**config.mk**
```make
export PLATFORM = sky130hd
export DESIGN_NAME = lar_route_unit
export DESIGN_NICKNAME = d
export VERILOG_FILES = /design/src/rtl/lar_pkg.sv /design/src/rtl/lar_hop_step.sv /design/src/rtl/lar_xy_pick.sv /design/src/rtl/lar_route_unit.sv
export SDC_FILE = /design/constraint.sdc
export NUM_CORES = 1
export LEC_CHECK = 0
export BUFFER_PORTS_ARGS = -buffer_cell sky130_fd_sc_hd__buf_2
export CORE_MARGIN = 4
export CORE_UTILIZATION = 50
export CTS_CLUSTER_SIZE = 25
export DETAILED_ROUTE_END_ITERATION = 16
export HOLD_SLACK_MARGIN = 0.02
export PLACE_DENSITY = 0.91
export REMOVE_ABC_BUFFERS = 1
export SYNTH_ARGS = -nofsm -noshare
export SYNTH_HDL_FRONTEND = slang
export SYNTH_SLANG_ARGS = --single-unit
```
**constraint.sdc**
```tcl
create_clock -name clk -period 5.5 [get_ports clk]
set_clock_uncertainty 0.05 [all_clocks]
set_input_delay 0.275 -clock clk [delete_from_list [all_inputs] [get_ports clk]]
set_output_delay 0.275 -clock clk [all_outputs]
set_load 0.01 [all_outputs]
```
**src/rtl/lar_pkg.sv**
```systemverilog
package lar_pkg;
  // one-hot direction bit positions, decoded by neighbouring routers
  localparam int unsigned DIR_LOCAL = 0;
  localparam int unsigned DIR_NORTH = 1;
  localparam int unsigned DIR_EAST  = 2;
  localparam int unsigned DIR_SOUTH = 3;
  localparam int unsigned DIR_WEST  = 4;
  localparam int unsigned DIR_EXTRA = 5;
  localparam int unsigned BASE_DIRS = 5;
endpackage

```
**src/rtl/lar_hop_step.sv**
```systemverilog
module lar_hop_step
  import lar_pkg::*;
#(
  parameter int COORD_W  = 3,
  parameter int MESH_X   = 4,
  parameter int MESH_Y   = 4,
  parameter int NP_W     = 5,
  parameter bit HAS_SC   = 1'b0,
  parameter int SC_SRC_X = 0,
  parameter int SC_SRC_Y = 0,
  parameter int SC_DST_X = 0,
  parameter int SC_DST_Y = 0
) (
  input  logic [NP_W-1:0]    dir,
  input  logic [COORD_W-1:0] cur_x,
  input  logic [COORD_W-1:0] cur_y,
  output logic [COORD_W-1:0] nxt_x,
  output logic [COORD_W-1:0] nxt_y,
  output logic               bad
);
  localparam logic [COORD_W-1:0] MAX_X = COORD_W'(MESH_X - 1);
  localparam logic [COORD_W-1:0] MAX_Y = COORD_W'(MESH_Y - 1);
  localparam logic [COORD_W-1:0] SRC_X = COORD_W'(SC_SRC_X);
  localparam logic [COORD_W-1:0] SRC_Y = COORD_W'(SC_SRC_Y);
  localparam logic [COORD_W-1:0] DST_X = COORD_W'(SC_DST_X);
  localparam logic [COORD_W-1:0] DST_Y = COORD_W'(SC_DST_Y);

  logic sc_sel;
  generate
    if (HAS_SC) begin : g_sc
      assign sc_sel = dir[DIR_EXTRA];
    end else begin : g_nosc
      assign sc_sel = 1'b0;
    end
  endgenerate

  always_comb begin
    nxt_x = cur_x;
    nxt_y = cur_y;
    bad   = 1'b0;
    if ($countones(dir) != 1) begin
      bad = 1'b1;
    end else if (dir[DIR_NORTH]) begin
      if (cur_y == MAX_Y) bad = 1'b1;
      else nxt_y = cur_y + COORD_W'(1);
    end else if (dir[DIR_EAST]) begin
      if (cur_x == MAX_X) bad = 1'b1;
      else nxt_x = cur_x + COORD_W'(1);
    end else if (dir[DIR_SOUTH]) begin
      if (cur_y == '0) bad = 1'b1;
      else nxt_y = cur_y - COORD_W'(1);
    end else if (dir[DIR_WEST]) begin
      if (cur_x == '0) bad = 1'b1;
      else nxt_x = cur_x - COORD_W'(1);
    end else if (sc_sel) begin
      if (cur_x == SRC_X && cur_y == SRC_Y) begin
        nxt_x = DST_X;
        nxt_y = DST_Y;
      end else begin
        bad = 1'b1;
      end
    end
  end
endmodule

```
**src/rtl/lar_xy_pick.sv**
```systemverilog
module lar_xy_pick
  import lar_pkg::*;
#(
  parameter int COORD_W  = 3,
  parameter int MESH_X   = 4,
  parameter int MESH_Y   = 4,
  parameter int NP_W     = 5,
  parameter bit HAS_SC   = 1'b0,
  parameter int SC_SRC_X = 0,
  parameter int SC_SRC_Y = 0,
  parameter int SC_DST_X = 0,
  parameter int SC_DST_Y = 0
) (
  input  logic [COORD_W-1:0] at_x,
  input  logic [COORD_W-1:0] at_y,
  input  logic [COORD_W-1:0] dst_x,
  input  logic [COORD_W-1:0] dst_y,
  output logic [NP_W-1:0]    dir,
  output logic               bad
);
  localparam logic [COORD_W-1:0] MAX_X = COORD_W'(MESH_X - 1);
  localparam logic [COORD_W-1:0] MAX_Y = COORD_W'(MESH_Y - 1);
  localparam logic [NP_W-1:0]    EXTRA_OH = NP_W'(1) << (NP_W - 1);

  logic sc_hit;
  generate
    if (HAS_SC) begin : g_sc
      assign sc_hit = (at_x == COORD_W'(SC_SRC_X)) && (at_y == COORD_W'(SC_SRC_Y)) &&
                      (dst_x == COORD_W'(SC_DST_X)) && (dst_y == COORD_W'(SC_DST_Y));
    end else begin : g_nosc
      assign sc_hit = 1'b0;
    end
  endgenerate

  always_comb begin
    dir = '0;
    bad = 1'b0;
    if (sc_hit) begin
      dir = EXTRA_OH;
    end else if (dst_x == at_x && dst_y == at_y) begin
      dir[DIR_LOCAL] = 1'b1;
    end else if (dst_x > at_x) begin
      if (at_x == MAX_X) bad = 1'b1;
      else dir[DIR_EAST] = 1'b1;
    end else if (dst_x < at_x) begin
      dir[DIR_WEST] = 1'b1;
    end else if (dst_y > at_y) begin
      if (at_y == MAX_Y) bad = 1'b1;
      else dir[DIR_NORTH] = 1'b1;
    end else begin
      dir[DIR_SOUTH] = 1'b1;
    end
  end
endmodule

```
**src/rtl/lar_route_unit.sv**
```systemverilog
module lar_route_unit
  import lar_pkg::*;
#(
  parameter int COORD_W   = 3,
  parameter int MESH_X    = 4,
  parameter int MESH_Y    = 4,
  parameter int PAYLOAD_W = 64,
  parameter bit HAS_SC    = 1'b0,
  parameter int SC_SRC_X  = 3,
  parameter int SC_SRC_Y  = 0,
  parameter int SC_DST_X  = 0,
  parameter int SC_DST_Y  = 3,
  localparam int NP_W     = HAS_SC ? BASE_DIRS + 1 : BASE_DIRS,
  localparam int FLIT_W   = 2 * COORD_W + NP_W + PAYLOAD_W + 1
) (
  input  logic               clk,
  input  logic               rst,
  input  logic               in_valid,
  input  logic [FLIT_W-1:0]  in_flit,
  input  logic [COORD_W-1:0] my_x,
  input  logic [COORD_W-1:0] my_y,
  output logic               out_valid,
  output logic [FLIT_W-1:0]  out_flit,
  output logic [NP_W-1:0]    out_req,
  output logic               out_err
);
  localparam int NP_LSB = 2 * COORD_W;
  localparam int NP_MSB = NP_LSB + NP_W - 1;

  logic [NP_W-1:0]    in_dir, new_dir;
  logic [COORD_W-1:0] dst_x, dst_y, nxt_x, nxt_y;
  logic               step_bad, pick_bad, any_bad;
  logic [FLIT_W-1:0]  flit_d;

  assign dst_y  = in_flit[COORD_W-1:0];
  assign dst_x  = in_flit[2*COORD_W-1:COORD_W];
  assign in_dir = in_flit[NP_MSB:NP_LSB];

  lar_hop_step #(
    .COORD_W(COORD_W), .MESH_X(MESH_X), .MESH_Y(MESH_Y), .NP_W(NP_W), .HAS_SC(HAS_SC),
    .SC_SRC_X(SC_SRC_X), .SC_SRC_Y(SC_SRC_Y), .SC_DST_X(SC_DST_X), .SC_DST_Y(SC_DST_Y)
  ) u_step (
    .dir(in_dir), .cur_x(my_x), .cur_y(my_y),
    .nxt_x(nxt_x), .nxt_y(nxt_y), .bad(step_bad)
  );

  lar_xy_pick #(
    .COORD_W(COORD_W), .MESH_X(MESH_X), .MESH_Y(MESH_Y), .NP_W(NP_W), .HAS_SC(HAS_SC),
    .SC_SRC_X(SC_SRC_X), .SC_SRC_Y(SC_SRC_Y), .SC_DST_X(SC_DST_X), .SC_DST_Y(SC_DST_Y)
  ) u_pick (
    .at_x(nxt_x), .at_y(nxt_y), .dst_x(dst_x), .dst_y(dst_y),
    .dir(new_dir), .bad(pick_bad)
  );

  assign any_bad = step_bad | pick_bad;

  always_comb begin
    flit_d = in_flit;
    flit_d[NP_MSB:NP_LSB] = any_bad ? '0 : new_dir;
  end

  always_ff @(posedge clk) begin
    if (rst) begin
      out_valid <= 1'b0;
      out_flit  <= '0;
      out_req   <= '0;
      out_err   <= 1'b0;
    end else begin
      out_valid <= in_valid;
      if (in_valid) begin
        out_flit <= flit_d;
        out_req  <= any_bad ? '0 : in_dir;
        out_err  <= any_bad;
      end else begin
        out_req  <= '0;
        out_err  <= 1'b0;
      end
    end
  end

  // reset clears the handshake outputs
  assert_reset_clear_R10: assert property (@(posedge clk)
    rst |=> (!out_valid && out_req == '0 && !out_err));

  // one-cycle valid latency and quiet idle cycles
  assert_valid_follow_R6: assert property (@(posedge clk) disable iff (rst)
    in_valid |=> out_valid);
  assert_idle_quiet_R6: assert property (@(posedge clk) disable iff (rst)
    !in_valid |=> (!out_valid && out_req == '0 && !out_err));

  // the request is the upstream-chosen direction, not recomputed
  assert_req_forward_R3: assert property (@(posedge clk) disable iff (rst)
    (in_valid && !any_bad) |=> (out_req == $past(in_dir)));

  // everything outside the direction field is carried through
  assert_fields_pass_R1: assert property (@(posedge clk) disable iff (rst)
    in_valid |=> (out_flit[FLIT_W-1:NP_MSB+1] == $past(in_flit[FLIT_W-1:NP_MSB+1]) &&
                  out_flit[NP_LSB-1:0] == $past(in_flit[NP_LSB-1:0])));

  // a good flit leaves with exactly one look-ahead direction
  assert_new_onehot_R5: assert property (@(posedge clk) disable iff (rst)
    (out_valid && !out_err) |-> ($countones(out_flit[NP_MSB:NP_LSB]) == 1 &&
                                 $countones(out_req) == 1));

  // an error blanks both the request and the rewritten field
  assert_err_blank_R7: assert property (@(posedge clk) disable iff (rst)
    out_err |-> (out_req == '0 && out_flit[NP_MSB:NP_LSB] == '0 && out_valid));
endmodule

```
==> results.md <==
* IO Port Bufs at 167
* Routed WL at roughly 9100 µm
* Nets at roughly 630
* Routed len/inst at roughly 15 µm
* Max-cap check violation count at 0
* Cell Area, Synth at about 0.0036 mm²
* Slew HR at a little under half
* Clock Path Buffers at 2
* Outcome: completed
* Hold Crit Class: input pin to register
* RR Endpoint: out_flit[8]$_SDFFE_PP0P_
* Pin count of the biggest net entering global routing at 78
* Ratio of cells with drive above 1 in the final layout at a little under two fifths
* Worst Path Arrival at approximately 4.1 ns
* 1st-pass router iterations at 4
* Leak pwr at approximately 2.5 nW
* Power Dens Cells at about 290 mW/mm²
* Routed Antenna Nets at 0
* Hold path cells at 3
* Syn avg cell area at roughly 9.9 µm²
* RD Place Congestion at about 0.85
* CTS buffer count at 9
* Area Overhead vs Synth at 30.12%
* Grt total ovfl at 0
* Yosys reg bits at 83
* Postcts setup bufs at 0
* Core box area at 0.006907 mm²
* Critical Path Max Stage Delay at 0.44 ns
* Number of placed instances, taps included at roughly 610
* Height of the die at 93.12 µm
* Worst setup SP type: input pin
* Vias per std cell at roughly 5.1
* Largest family of logic cells by synthesized area: multiplexers
* Residual DRC at 0
* Synth cell count leaders: dfxtp_1 (83), nor2_1 (76), mux2i_1 (71)
* Row count at 30
* Detailed Place HPWL at 7096 µm
* Fill cells at 558
* Measured slew at the worst slew-check pin at 0.7833 ns
* Post-synthesis simple-gate area fraction at 16.75%
* Synth async-reset ratio at 0%
* Total Die Area at between 0.008 and 0.009 mm²
* Final hold viol count at 0
* Synth Area in Compound Gates at under 10%
* Tmin final at slightly below 4 ns
* CP Cell Sequence: buf_2 > ha_1 > fa_1 > inv_1 > fa_1 > nand3_1 > nor4_1 > o21ai_0 > o221ai_2 > ha_1 > and3_2 > o311ai_0 > a211oi_1 > nand2_2 > o31ai_4 > nor3_1
* Worst reg2reg path depth at 2
* Hold worst-path end: out_flit[29]$_SDFFE_PP0P_
* CTS tree: built
* H-tree depth at 3
* Pins over their slew limit at 0
* Worst r2r src: out_flit[8]$_SDFFE_PP0P_
* Starting Density at 52.45%
* Fin cells at about 630
* Synth Flop Type: dfxtp_1
* Worst-Skew Late Latency at around 0.32 ns
* Post-synthesis sequential area ratio at between 40% and 50%
* Syn Inst Count at around 370
* Via Count at between 3000 and 4000
* RSZ-0062 raised after global routing: false
* F_max at between 200 and 300 MHz
* Clk sinks at 83
* Synth top area cells: dfxtp_1 (46%), mux2i_1 (20%), nor2_1 (7.9%)
* CP startpoint: in_flit[8]
* CP endpoint kind: register
* Crit Path Max Fanout at 11
* Post-synth cell types at 46
* # hold bufs at CTS at 0
* Initial DRC count at 75
* N_diodes at 0
* Setup TNS at 0 ns
* Tcrit/Tclk final at between 70% and 80%
* Clock-pin slew on the worst setup and hold paths at about 0.090 ns
* Post-cts gate resize count at 0
* First-pass GRT wire length at 14680 µm
* Maximum vdd drop at approximately 0.00017 V
* Vias in the first global route at 3225
* Synth Warn # at 0
* Initial antenna violation count at 0
* Hold Crit Start: in_flit[29]
* XOR/XNOR Fraction of Synth Area at 0.2418%
* Multiplexer share of the synthesized area at between 10% and 20%
* Adder-Cell Fraction of Synth Area at just under 6%
* GRT Total Usage at 20.98%
* Critical path data required time at roughly 5.7 ns
* Worst R2R Setup Slack at approximately 4.7 ns
* Final setup viols at 0
* Post-synth EDFFs at 0
* Root Driver: clkbuf_8
* Die Width at 93.12 µm
* CP Class: input pin to register
* Slowest CP cell: fa_1
* Cell with the most instances after synthesis: dfxtp_1
* Io pins at around 170
* Post-synth top area share at 45.87%
* Cell taking the most area after synthesis: dfxtp_1
placed cells by master (no fill, tap or decap), types with 7 or more instances in the layout:
| master | instances |
|---|---|
| buf_2 | 166 |
| dfxtp_1 | 83 |
| nor2_1 | 76 |
| mux2i_1 | 71 |
| inv_1 | 17 |
| ha_1 | 14 |
| clkbuf_8 | 10 |
| a21oi_1 | 9 |
| nand2_1 | 8 |
| nor3_1 | 7 |
metal layers:
metal	global-route usage, %	wire length, µm	vias to the layer above
li1	-	-	1568
met1	23.46	3654	1481
met2	36.77	4588	119
met3	6.919	740	14
met4	8.181	163	0
met5	0	0	-
layout make-up:
cell class,instances,area [µm²],area share (%)
tap,96,120.1,2.548
timing repair buffer,169,853.3,18.10
sequential,83,1662,35.25
multi-input combinational,247,1805,38.31
clock inverter,6,71.32,1.513
clock buffer,10,137.6,2.920
inverter,17,63.81,1.354
stage by stage:
step | setup WS (ns) | total power [mW] | hold WS (ns) | util, % | instance area, µm²
final | 1.593 | 1.345 | 0.1192 | 68.24 | 4713
after CTS | 1.639 | 1.358 | 0.09948 | 68.24 | 4713
after detailed placement | 1.301 | 0.9083 | 0.4136 | 65.22 | 4504
after global routing | 1.368 | 1.413 | 0.1006 | 68.24 | 4713
after floorplan | 1.757 | 0.7920 | 0.2941 | - | 3531
after global placement | 1.438 | 0.8955 | 0.4058 | 65.22 | 4504
cells by family after synthesis:
| family | count (synthesis) |
|---|---|
| AOI/OAI and AO/OA | 34 |
| buffers and inverters | 37 |
| adders and majority gates | 16 |
| muxes | 71 |
| and+or+nand+nor | 125 |
| xor gates and xnor gates | 1 |
| DFF | 83 |
worst max path at each step:
stage,to,slack [ns],cells after the start
after floorplan,out_req[0]$_SDFF_PP0_,1.76,15
after global placement,out_req[0]$_SDFF_PP0_,1.44,16
after detailed placement,out_req[2]$_SDFF_PP0_,1.30,16
after CTS,out_req[0]$_SDFF_PP0_,1.64,16
after global routing,out_req[1]$_SDFF_PP0_,1.37,16
final,out_req[2]$_SDFF_PP0_,1.59,16
sequential cells by signal, summed over array words and instances, names as in the netlist:
signal and count:
out_err 1, out_flit 76, out_req 5, out_valid 1
worst max-delay path, delay by kind of cell:
family | cells | cell delay (ns)
adders and majority gates | 4 | 1.41
buffers and inverters | 2 | 0.30
AOI/OAI and AO/OA | 5 | 1.27
and+or+nand+nor | 5 | 0.78
report_power, final:
group | internal, mW | switching [mW]
clock network | 0.228 | 0.222
logic | 0.109 | 0.136
registers | 0.634 | 0.0161
total | 0.971 | 0.374
No activity file was read; power rests on OpenSTA's default activity.
